### src/rtl/iram_pkg.sv
package iram_pkg;
  localparam int DW          = 8;
  localparam int RAM_WORDS   = 128;
  localparam int AW          = $clog2(RAM_WORDS);
  localparam int REG_BITS    = 3;
  localparam int GRP_BITS    = 2;
  localparam int BIT_BASE    = 32;
  localparam logic [DW-1:0] SP_RESET = 8'h07;

  typedef enum logic [2:0] {
    OP_IDLE = 3'd0, OP_READ = 3'd1, OP_WRITE = 3'd2, OP_BSET = 3'd3,
    OP_BCLR = 3'd4, OP_PUSH = 3'd5, OP_POP   = 3'd6, OP_GRP  = 3'd7
  } op_e;

  typedef enum logic [1:0] {
    AM_REG = 2'd0, AM_DIR = 2'd1, AM_IND = 2'd2, AM_BIT = 2'd3
  } amode_e;
endpackage

### src/rtl/iram_store.sv
module iram_store
  import iram_pkg::*;
#(
  parameter int WORDS = RAM_WORDS,
  parameter int W     = DW,
  localparam int A    = $clog2(WORDS)
) (
  input  logic         clk,
  input  logic         rst_n,
  input  logic         we,
  input  logic [A-1:0] waddr,
  input  logic [W-1:0] wdata,
  input  logic [A-1:0] raddr_a,
  output logic [W-1:0] rdata_a,
  input  logic [A-1:0] raddr_p,
  output logic [W-1:0] rdata_p
);
  logic [W-1:0] mem_q [WORDS];

  for (genvar gi = 0; gi < WORDS; gi++) begin : g_word
    logic hit_en;
    assign hit_en = we && (waddr == A'(gi));
    always_ff @(posedge clk or negedge rst_n) begin
      if (!rst_n)      mem_q[gi] <= '0;
      else if (hit_en) mem_q[gi] <= wdata;
    end
  end

  assign rdata_a = mem_q[raddr_a];
  assign rdata_p = mem_q[raddr_p];

  // R3: a write is visible at its address on the next cycle
  p_write_lands_r3: assert property (@(posedge clk) disable iff (!rst_n)
    we |=> (mem_q[$past(waddr)] == $past(wdata)));
endmodule

### src/rtl/iram_addr_map.sv
module iram_addr_map
  import iram_pkg::*;
(
  input  logic [1:0]    mode_i,
  input  logic [7:0]    addr_i,
  input  logic [GRP_BITS-1:0] grp_i,
  input  logic [DW-1:0] ptr_val_i,
  output logic [AW-1:0] ptr_addr_o,
  output logic [AW-1:0] byte_addr_o,
  output logic [2:0]    bit_idx_o,
  output logic          is_bit_o,
  output logic          sfr_hit_o
);
  localparam int PAD = AW - GRP_BITS - REG_BITS;

  always_comb begin
    ptr_addr_o  = {PAD'(0), grp_i, (REG_BITS-1)'(0), addr_i[0]};
    bit_idx_o   = addr_i[2:0];
    is_bit_o    = 1'b0;
    sfr_hit_o   = 1'b0;
    byte_addr_o = '0;
    unique case (amode_e'(mode_i))
      AM_REG: byte_addr_o = {PAD'(0), grp_i, addr_i[REG_BITS-1:0]};
      AM_DIR: begin
        byte_addr_o = addr_i[AW-1:0];
        sfr_hit_o   = addr_i[7];
      end
      AM_IND: begin
        byte_addr_o = ptr_val_i[AW-1:0];
        sfr_hit_o   = ptr_val_i[7];
      end
      AM_BIT: begin
        byte_addr_o = AW'(BIT_BASE) + AW'(addr_i[6:3]);
        is_bit_o    = 1'b1;
        sfr_hit_o   = addr_i[7];
      end
      default: ;
    endcase
  end

  // R5: a mapped bit always lands inside the 20h..2Fh window
  always_comb begin
    if (is_bit_o && !sfr_hit_o)
      p_bit_window_r5: assert (byte_addr_o >= AW'(BIT_BASE) && byte_addr_o < AW'(BIT_BASE + 16));
  end
endmodule

### src/rtl/iram_stack_ptr.sv
module iram_stack_ptr
  import iram_pkg::*;
(
  input  logic          clk,
  input  logic          rst_n,
  input  logic          push_i,
  input  logic          pop_i,
  output logic [DW-1:0] sp_o,
  output logic [DW-1:0] sp_inc_o
);
  logic [DW-1:0] sp_q, sp_d;
  logic          sp_en;

  assign sp_inc_o = sp_q + DW'(1);

  always_comb begin
    sp_en = push_i || pop_i;
    sp_d  = push_i ? sp_inc_o : (sp_q - DW'(1));
  end

  always_ff @(posedge clk or negedge rst_n) begin
    if (!rst_n)     sp_q <= SP_RESET;
    else if (sp_en) sp_q <= sp_d;
  end

  assign sp_o = sp_q;

  // R8: push moves the pointer up by one, modulo 256
  p_push_inc_r8: assert property (@(posedge clk) disable iff (!rst_n)
    (push_i && !pop_i) |=> (sp_q == $past(sp_q) + DW'(1)));
  // R9: pop moves the pointer down by one, modulo 256
  p_pop_dec_r9: assert property (@(posedge clk) disable iff (!rst_n)
    (pop_i && !push_i) |=> (sp_q == $past(sp_q) - DW'(1)));
  // R10: without stack traffic the pointer holds
  p_sp_hold_r10: assert property (@(posedge clk) disable iff (!rst_n)
    (!push_i && !pop_i) |=> $stable(sp_q));
endmodule

### src/rtl/iram_bank_stack.sv
module iram_bank_stack
  import iram_pkg::*;
(
  input  logic       clk,
  input  logic       rst_n,
  input  logic [2:0] op_i,
  input  logic [1:0] mode_i,
  input  logic [7:0] addr_i,
  input  logic [1:0] bank_i,
  input  logic [7:0] wdata_i,
  output logic [7:0] rdata_o,
  output logic [7:0] sp_o,
  output logic       sfr_hit_o,
  output logic       stk_err_o
);
  // reset: asserted asynchronously, released on a clock edge
  logic rst_meta_q, rst_sync_q;
  always_ff @(posedge clk or negedge rst_n) begin
    if (!rst_n) begin
      rst_meta_q <= 1'b0;
      rst_sync_q <= 1'b0;
    end else begin
      rst_meta_q <= 1'b1;
      rst_sync_q <= rst_meta_q;
    end
  end

  op_e              op;
  logic [1:0]       mode_eff;
  logic [GRP_BITS-1:0] grp_q, grp_d;
  logic [DW-1:0]    sp, sp_inc, rd_a, rd_p, mod_byte, wr_data;
  logic [AW-1:0]    ptr_addr, byte_addr, rd_addr;
  logic [2:0]       bit_idx;
  logic             is_bit, map_sfr, is_push, is_pop, mem_op;
  logic             push_err, pop_err, we, bit_val;
  logic [DW-1:0]    rdata_q, rdata_d;
  logic             rdata_en, sfr_q, sfr_d, err_q, err_d;

  assign op       = op_e'(op_i);
  assign is_push  = (op == OP_PUSH);
  assign is_pop   = (op == OP_POP);
  assign mode_eff = (op == OP_BSET || op == OP_BCLR) ? 2'(AM_BIT) : mode_i;

  iram_addr_map u_map (
    .mode_i(mode_eff), .addr_i(addr_i), .grp_i(grp_q), .ptr_val_i(rd_p),
    .ptr_addr_o(ptr_addr), .byte_addr_o(byte_addr), .bit_idx_o(bit_idx),
    .is_bit_o(is_bit), .sfr_hit_o(map_sfr)
  );

  iram_stack_ptr u_sp (
    .clk(clk), .rst_n(rst_sync_q), .push_i(is_push), .pop_i(is_pop),
    .sp_o(sp), .sp_inc_o(sp_inc)
  );

  iram_store u_mem (
    .clk(clk), .rst_n(rst_sync_q), .we(we), .waddr(rd_addr), .wdata(wr_data),
    .raddr_a(rd_addr), .rdata_a(rd_a), .raddr_p(ptr_addr), .rdata_p(rd_p)
  );

  // next-state logic
  always_comb begin
    mem_op   = (op == OP_READ) || (op == OP_WRITE) || (op == OP_BSET) || (op == OP_BCLR);
    push_err = sp_inc[7];
    pop_err  = sp[7];
    rd_addr  = is_pop ? sp[AW-1:0] : (is_push ? sp_inc[AW-1:0] : byte_addr);

    bit_val  = (op == OP_BSET) ? 1'b1 : ((op == OP_BCLR) ? 1'b0 : wdata_i[0]);
    mod_byte = rd_a;
    mod_byte[bit_idx] = bit_val;
    wr_data  = (!is_push && is_bit) ? mod_byte : wdata_i;

    we = 1'b0;
    if (is_push)                                          we = !push_err;
    else if (op == OP_WRITE || op == OP_BSET || op == OP_BCLR) we = !map_sfr;

    rdata_en = (op == OP_READ) || is_pop;
    rdata_d  = '0;
    if (op == OP_READ && !map_sfr)
      rdata_d = is_bit ? {7'd0, rd_a[bit_idx]} : rd_a;
    else if (is_pop && !pop_err)
      rdata_d = rd_a;

    sfr_d = mem_op && map_sfr;
    err_d = (is_push && push_err) || (is_pop && pop_err);
    grp_d = bank_i;
  end

  // registers
  always_ff @(posedge clk or negedge rst_sync_q) begin
    if (!rst_sync_q) begin
      rdata_q <= '0;
      sfr_q   <= 1'b0;
      err_q   <= 1'b0;
      grp_q   <= '0;
    end else begin
      sfr_q <= sfr_d;
      err_q <= err_d;
      if (rdata_en)      rdata_q <= rdata_d;
      if (op == OP_GRP)  grp_q   <= grp_d;
    end
  end

  assign rdata_o   = rdata_q;
  assign sp_o      = sp;
  assign sfr_hit_o = sfr_q;
  assign stk_err_o = err_q;

  // R7: a read in special-function space returns zero
  p_sfr_read_zero_r7: assert property (@(posedge clk) disable iff (!rst_sync_q)
    (op == OP_READ && map_sfr) |=> (rdata_o == 8'h00 && sfr_hit_o));
  // R10: a stack error only follows push or pop
  p_err_cause_r10: assert property (@(posedge clk) disable iff (!rst_sync_q)
    (!is_push && !is_pop) |=> !stk_err_o);
  // R11: read data holds unless a read or pop was issued
  p_rdata_hold_r11: assert property (@(posedge clk) disable iff (!rst_sync_q)
    (op != OP_READ && !is_pop) |=> $stable(rdata_o));
  // R4: the indirect pointer comes from R0/R1 of the active group
  p_ptr_in_group_r4: assert property (@(posedge clk) disable iff (!rst_sync_q)
    1'b1 |-> (ptr_addr[AW-1:REG_BITS] == {2'b00, grp_q} && ptr_addr[2:1] == 2'b00));
endmodule

### config.mk
export PLATFORM = sky130hd
export DESIGN_NAME = iram_bank_stack
export DESIGN_NICKNAME = d
export VERILOG_FILES = /design/src/rtl/iram_pkg.sv /design/src/rtl/iram_store.sv /design/src/rtl/iram_addr_map.sv /design/src/rtl/iram_stack_ptr.sv /design/src/rtl/iram_bank_stack.sv
export SDC_FILE = /design/constraint.sdc
export NUM_CORES = 2
export LEC_CHECK = 0
export ABC_AREA = 0
export BUFFER_PORTS_ARGS = -buffer_cell sky130_fd_sc_hd__buf_4
export CAP_MARGIN = 20
export CELL_PAD_IN_SITES_DETAIL_PLACEMENT = 1
export CELL_PAD_IN_SITES_GLOBAL_PLACEMENT = 1
export CORE_UTILIZATION = 47
export CTS_BUF_LIST = sky130_fd_sc_hd__clkbuf_4 sky130_fd_sc_hd__clkbuf_8
export DETAILED_ROUTE_END_ITERATION = 10
export HOLD_SLACK_MARGIN = 0.02
export PLACE_DENSITY_LB_ADDON = 0.08
export SLEW_MARGIN = 20
export SYNTH_ARGS = -nofsm -noshare
export SYNTH_HDL_FRONTEND = slang
export SYNTH_SLANG_ARGS = --single-unit
### constraint.sdc
create_clock -name clk -period 28.7 [get_ports clk]
set_input_delay 2.87 -clock clk [delete_from_list [all_inputs] [get_ports clk]]
set_output_delay 2.87 -clock clk [all_outputs]
set_load 0.1 [all_outputs]
==> impl_results.md <==
* Status: finished, final reports clean
* Gr ovfl total at 0
* ANT nets after route at 0
* Ys async rst share at 100%
* Met2 global-route usage at between 50% and 60%
* Number of DRC markers in iteration 0 at slightly below 4000
* 1st-pass router iterations at 5
* CTS root buf: clkbuf_8
* WL per Instance at around 29 um
* Fin crit share at between 30% and 40%
* Switching Share at ~39%
* Mapped Nets at roughly 5300
* Peak VDD IR at about 0.08 mV
* Sw power at 1.95 mW
* Slowest cell on crit path: a2111oi_1
* Fin. Hold Viols at 0
* H-tree depth at 4
* Worst-Margin Slew at around 1300 ps
* Reg power frac at 40.4%
* Mapped cell area at 0.0493 sq mm
* DP Cell Count at 6398
* Worst reg2reg startpoint: grp_q[0]$_DFFE_PN0N_
* Final setup vio count at 0
* Fin nets at 5233
* GRT Total Usage at between 30% and 40%
* Clock Skews at roughly 33 ps
* Via density at 6.27
* Initial antenna violation count at 12
* CP cell instances: buf_4 > and3b_1 > a31o_1 > o31a_4 > nor2_8 > buf_4 > buf_12 > mux4_2 > and2_1 > a2111oi_1 > buf_4 > a22o_1 > nor3_1 > mux2_2 > mux2i_4 > buf_4 > buf_12 > o21ai_0
* Starting density of the core at between 40% and 50%
* CP most frequent cell: buf_4
* Register bit total from synthesis at 1046
* Synth Area per Inst at ~9.3 sq um
* Cell taking the most area after synthesis: dfrtp_1
* Hold-fix buffers, CTS at 0
* Die Wd at 326 um
* Hold Crit Class: reg2async
* Number of gates resized after cts at 0
* Int Power at 3.06 mW
* Comb pwr share at 30.5%
* GR Util met1 at 52.2%
* # DRC at 0
* P_leak at 23.8 nW
* Bufs on Longest Clock Path at 3
* Cts bufs inserted at around 180
* Vias in the first global route at ~43000
* Min Tclk post-route at 9610 ps
* GRT busiest layer: met2
* CP Class: in2reg
* Clock Latency Late Sink at between 800 and 900 ps
* Pwr/cell area at slightly above 90 mW/mm^2
* Core Area at slightly above 0.1 sq mm
* Port-buffer cells at 42
* Mapped Cells at approximately 5300
* Setup crit start: op_i[1]
* GR Util met3 at between 7 and 8%
* Clk network pwr share at about 29%
* Die H at 326 um
* Synth top area cells: dfrtp_1 53%, nand2_1 11%, o21ai_0 7.9%, mux4_2 2.8%, a21oi_1 2.7%
* Seq/Total Area, Yosys at 53.1%
* Clock sinks at between 1000 and 1500
* Slew Limit Fails at 0
* Io pins at 43
* Fmax at around 0.10 GHz
* Final WS setup at 19090 ps
* Post-synth EDFFs at 0
* Max incr delay on CP at approximately 860 ps
* Setup Total Neg Slack at 0 ps
* Synth Flop Type: dfrtp_1
* Largest net degree at the start of global routing at about 190
* Fin cells at 6727
* HPWL after detailed placement at 121000 um
* Most instantiated cells after synthesis: 1391 x nand2_1, 1043 x dfrtp_1, 782 x o21ai_0
* Yosys Warn Count at 0
* Die area at about 0.11 sq mm
* RePlAce Congestion at 0.923
* Max_slew headroom at between 10 and 15%
* Cell Rows at roughly 120
* Overall routed net length at just under 200000 um
* Max_cap viols at 0
* Layout cell share with drive strength beyond 1 at between 10% and 20%
* Vias at approximately 42000
* Total setup buffers inserted after CTS at 0
* Cell with the most instances after synthesis: nand2_1
* DP Worst Slack at about 18000 ps
* Layout overhead on the synthesized area at 10.0%
* First-pass GRT wire length at just under 300000 um
* CTS tree: built
* Startpoint types: input pin
* Netlist cell types at around 100
* Unrepaired setup endpoints after global routing: false
* Worst-path clk slew at 60 ps
* CP Max Fanout at 77
* Share of the synthesized area in the top cell type at 53.0%
* CP endpoint kind: flop
* Worst endpoint data arrival time at roughly 10000 ps
* CP Data Required Time at just under 30000 ps
## cell type report
| type | count | area [sq um] |
|---|---|---|
| fill | 11800 | 49600 |
| inverter | 8 | 30.0 |
| timing repair buffer | 151 | 1290 |
| clock buffer | 301 | 3710 |
| clock inverter | 20 | 133 |
| tap | 1380 | 1730 |
| antenna | 5 | 12.5 |
| sequential | 1046 | 26200 |
| multi-input combinational | 3816 | 21100 |
## state kept, by name, summed over array words and instances, names as in the netlist
signal	count
rst_meta_q	1
rst_sync_q	1
grp_q	2
u_mem.mem_q	1024
rdata_o	8
stk_err_o	1
u_sp.sp_o	8
sfr_hit_o	1
## layer usage
metal | share of wire, % | up-vias | wire, um
met5 | 0.0052 | - | 10
met2 | 44 | 1620 | 84700
met3 | 8.0 | 465 | 15300
li1 | - | 18400 | -
met4 | 4.7 | 2 | 9080
met1 | 43 | 21600 | 83500
## through the flow
stage	util (%)	instance area (sq um)	total power [mW]	hold slack [ps]
2_1_floorplan	-	49300	2.94	331
3_3_place_gp	48.4	50200	3.48	225
3_5_place_dp	48.4	50300	3.53	228
4_1_cts	52.1	54100	4.99	224
5_1_grt	52.2	54200	5.22	230
6_report	52.2	54200	5.01	212
## worst max-delay path: cells and delay by family
kind                   cells  cell delay, ps
AND/OR/NAND/NOR            4            1200
buffers and inverters      6            2370
multiplexers               3            1620
AO/OA/AOI/OAI              5            2000
## final timing paths
check | end | slack [ps] | cells past startpoint
worst max register to register | u_mem.mem_q[68]$_DFFE_PN0P_ | 20710 | 19
max in group asynchronous | u_mem.mem_q[783]$_DFFE_PN0P_ | 23990 | 6
worst max-delay path | u_mem.mem_q[67]$_DFFE_PN0P_ | 19090 | 18
min in group clk | rst_sync_q$_DFF_PN0_ | 350 | 0
worst min-delay path | u_mem.mem_q[603]$_DFFE_PN0P_ | 210 | 0
worst min register to register | u_mem.mem_q[603]$_DFFE_PN0P_ | 210 | 0
## power groups by stage
stage / clock (mW) / sequential, mW / combinational, mW
final: 1.46 / 2.02 / 1.53
after global routing: 1.54 / 2.06 / 1.62
after CTS: 1.47 / 2.02 / 1.50
after detailed placement: 0 / 2.04 / 1.49
after global placement: 0 / 2.03 / 1.46
after floorplan: 0 / 2.07 / 0.872
## placed cells by master (no fill, tap or decap), types with 11 or more instances in the layout
cell,count
nand2_1,1390
a211o_1,24
a22o_1,15
a2111oi_0,14
o21ai_1,74
a21oi_1,263
a32oi_1,24
mux4_2,61
buf_12,11
nor3_4,13
dfrtp_1,1042
mux2i_1,77
a211oi_1,138
a22oi_1,32
and3_1,125
mux2_2,54
clkbuf_8,232
a21boi_0,16
a311oi_1,36
clkbuf_4,69
buf_4,136
a31oi_1,50
nand4_1,38
nor2_1,256
o21ai_0,780
nand3_1,101
## cells by family (layout without fill, tap and decap cells)
family / count (synthesis) / count (layout) / synth area share, %
flops: 1046 / 1046 / 53.1
fa+ha+maj: 2 / 2 / 0.0508
xor+xnor: 7 / 7 / 0.124
simple gates: 2020 / 2020 / 17.2
other cells: 1 / 6 / 0.00761
compound gates: 1588 / 1588 / 19.1
mux: 198 / 198 / 5.74
buf+inv: 421 / 480 / 4.58
No activity file was read; power rests on OpenSTA's default activity.
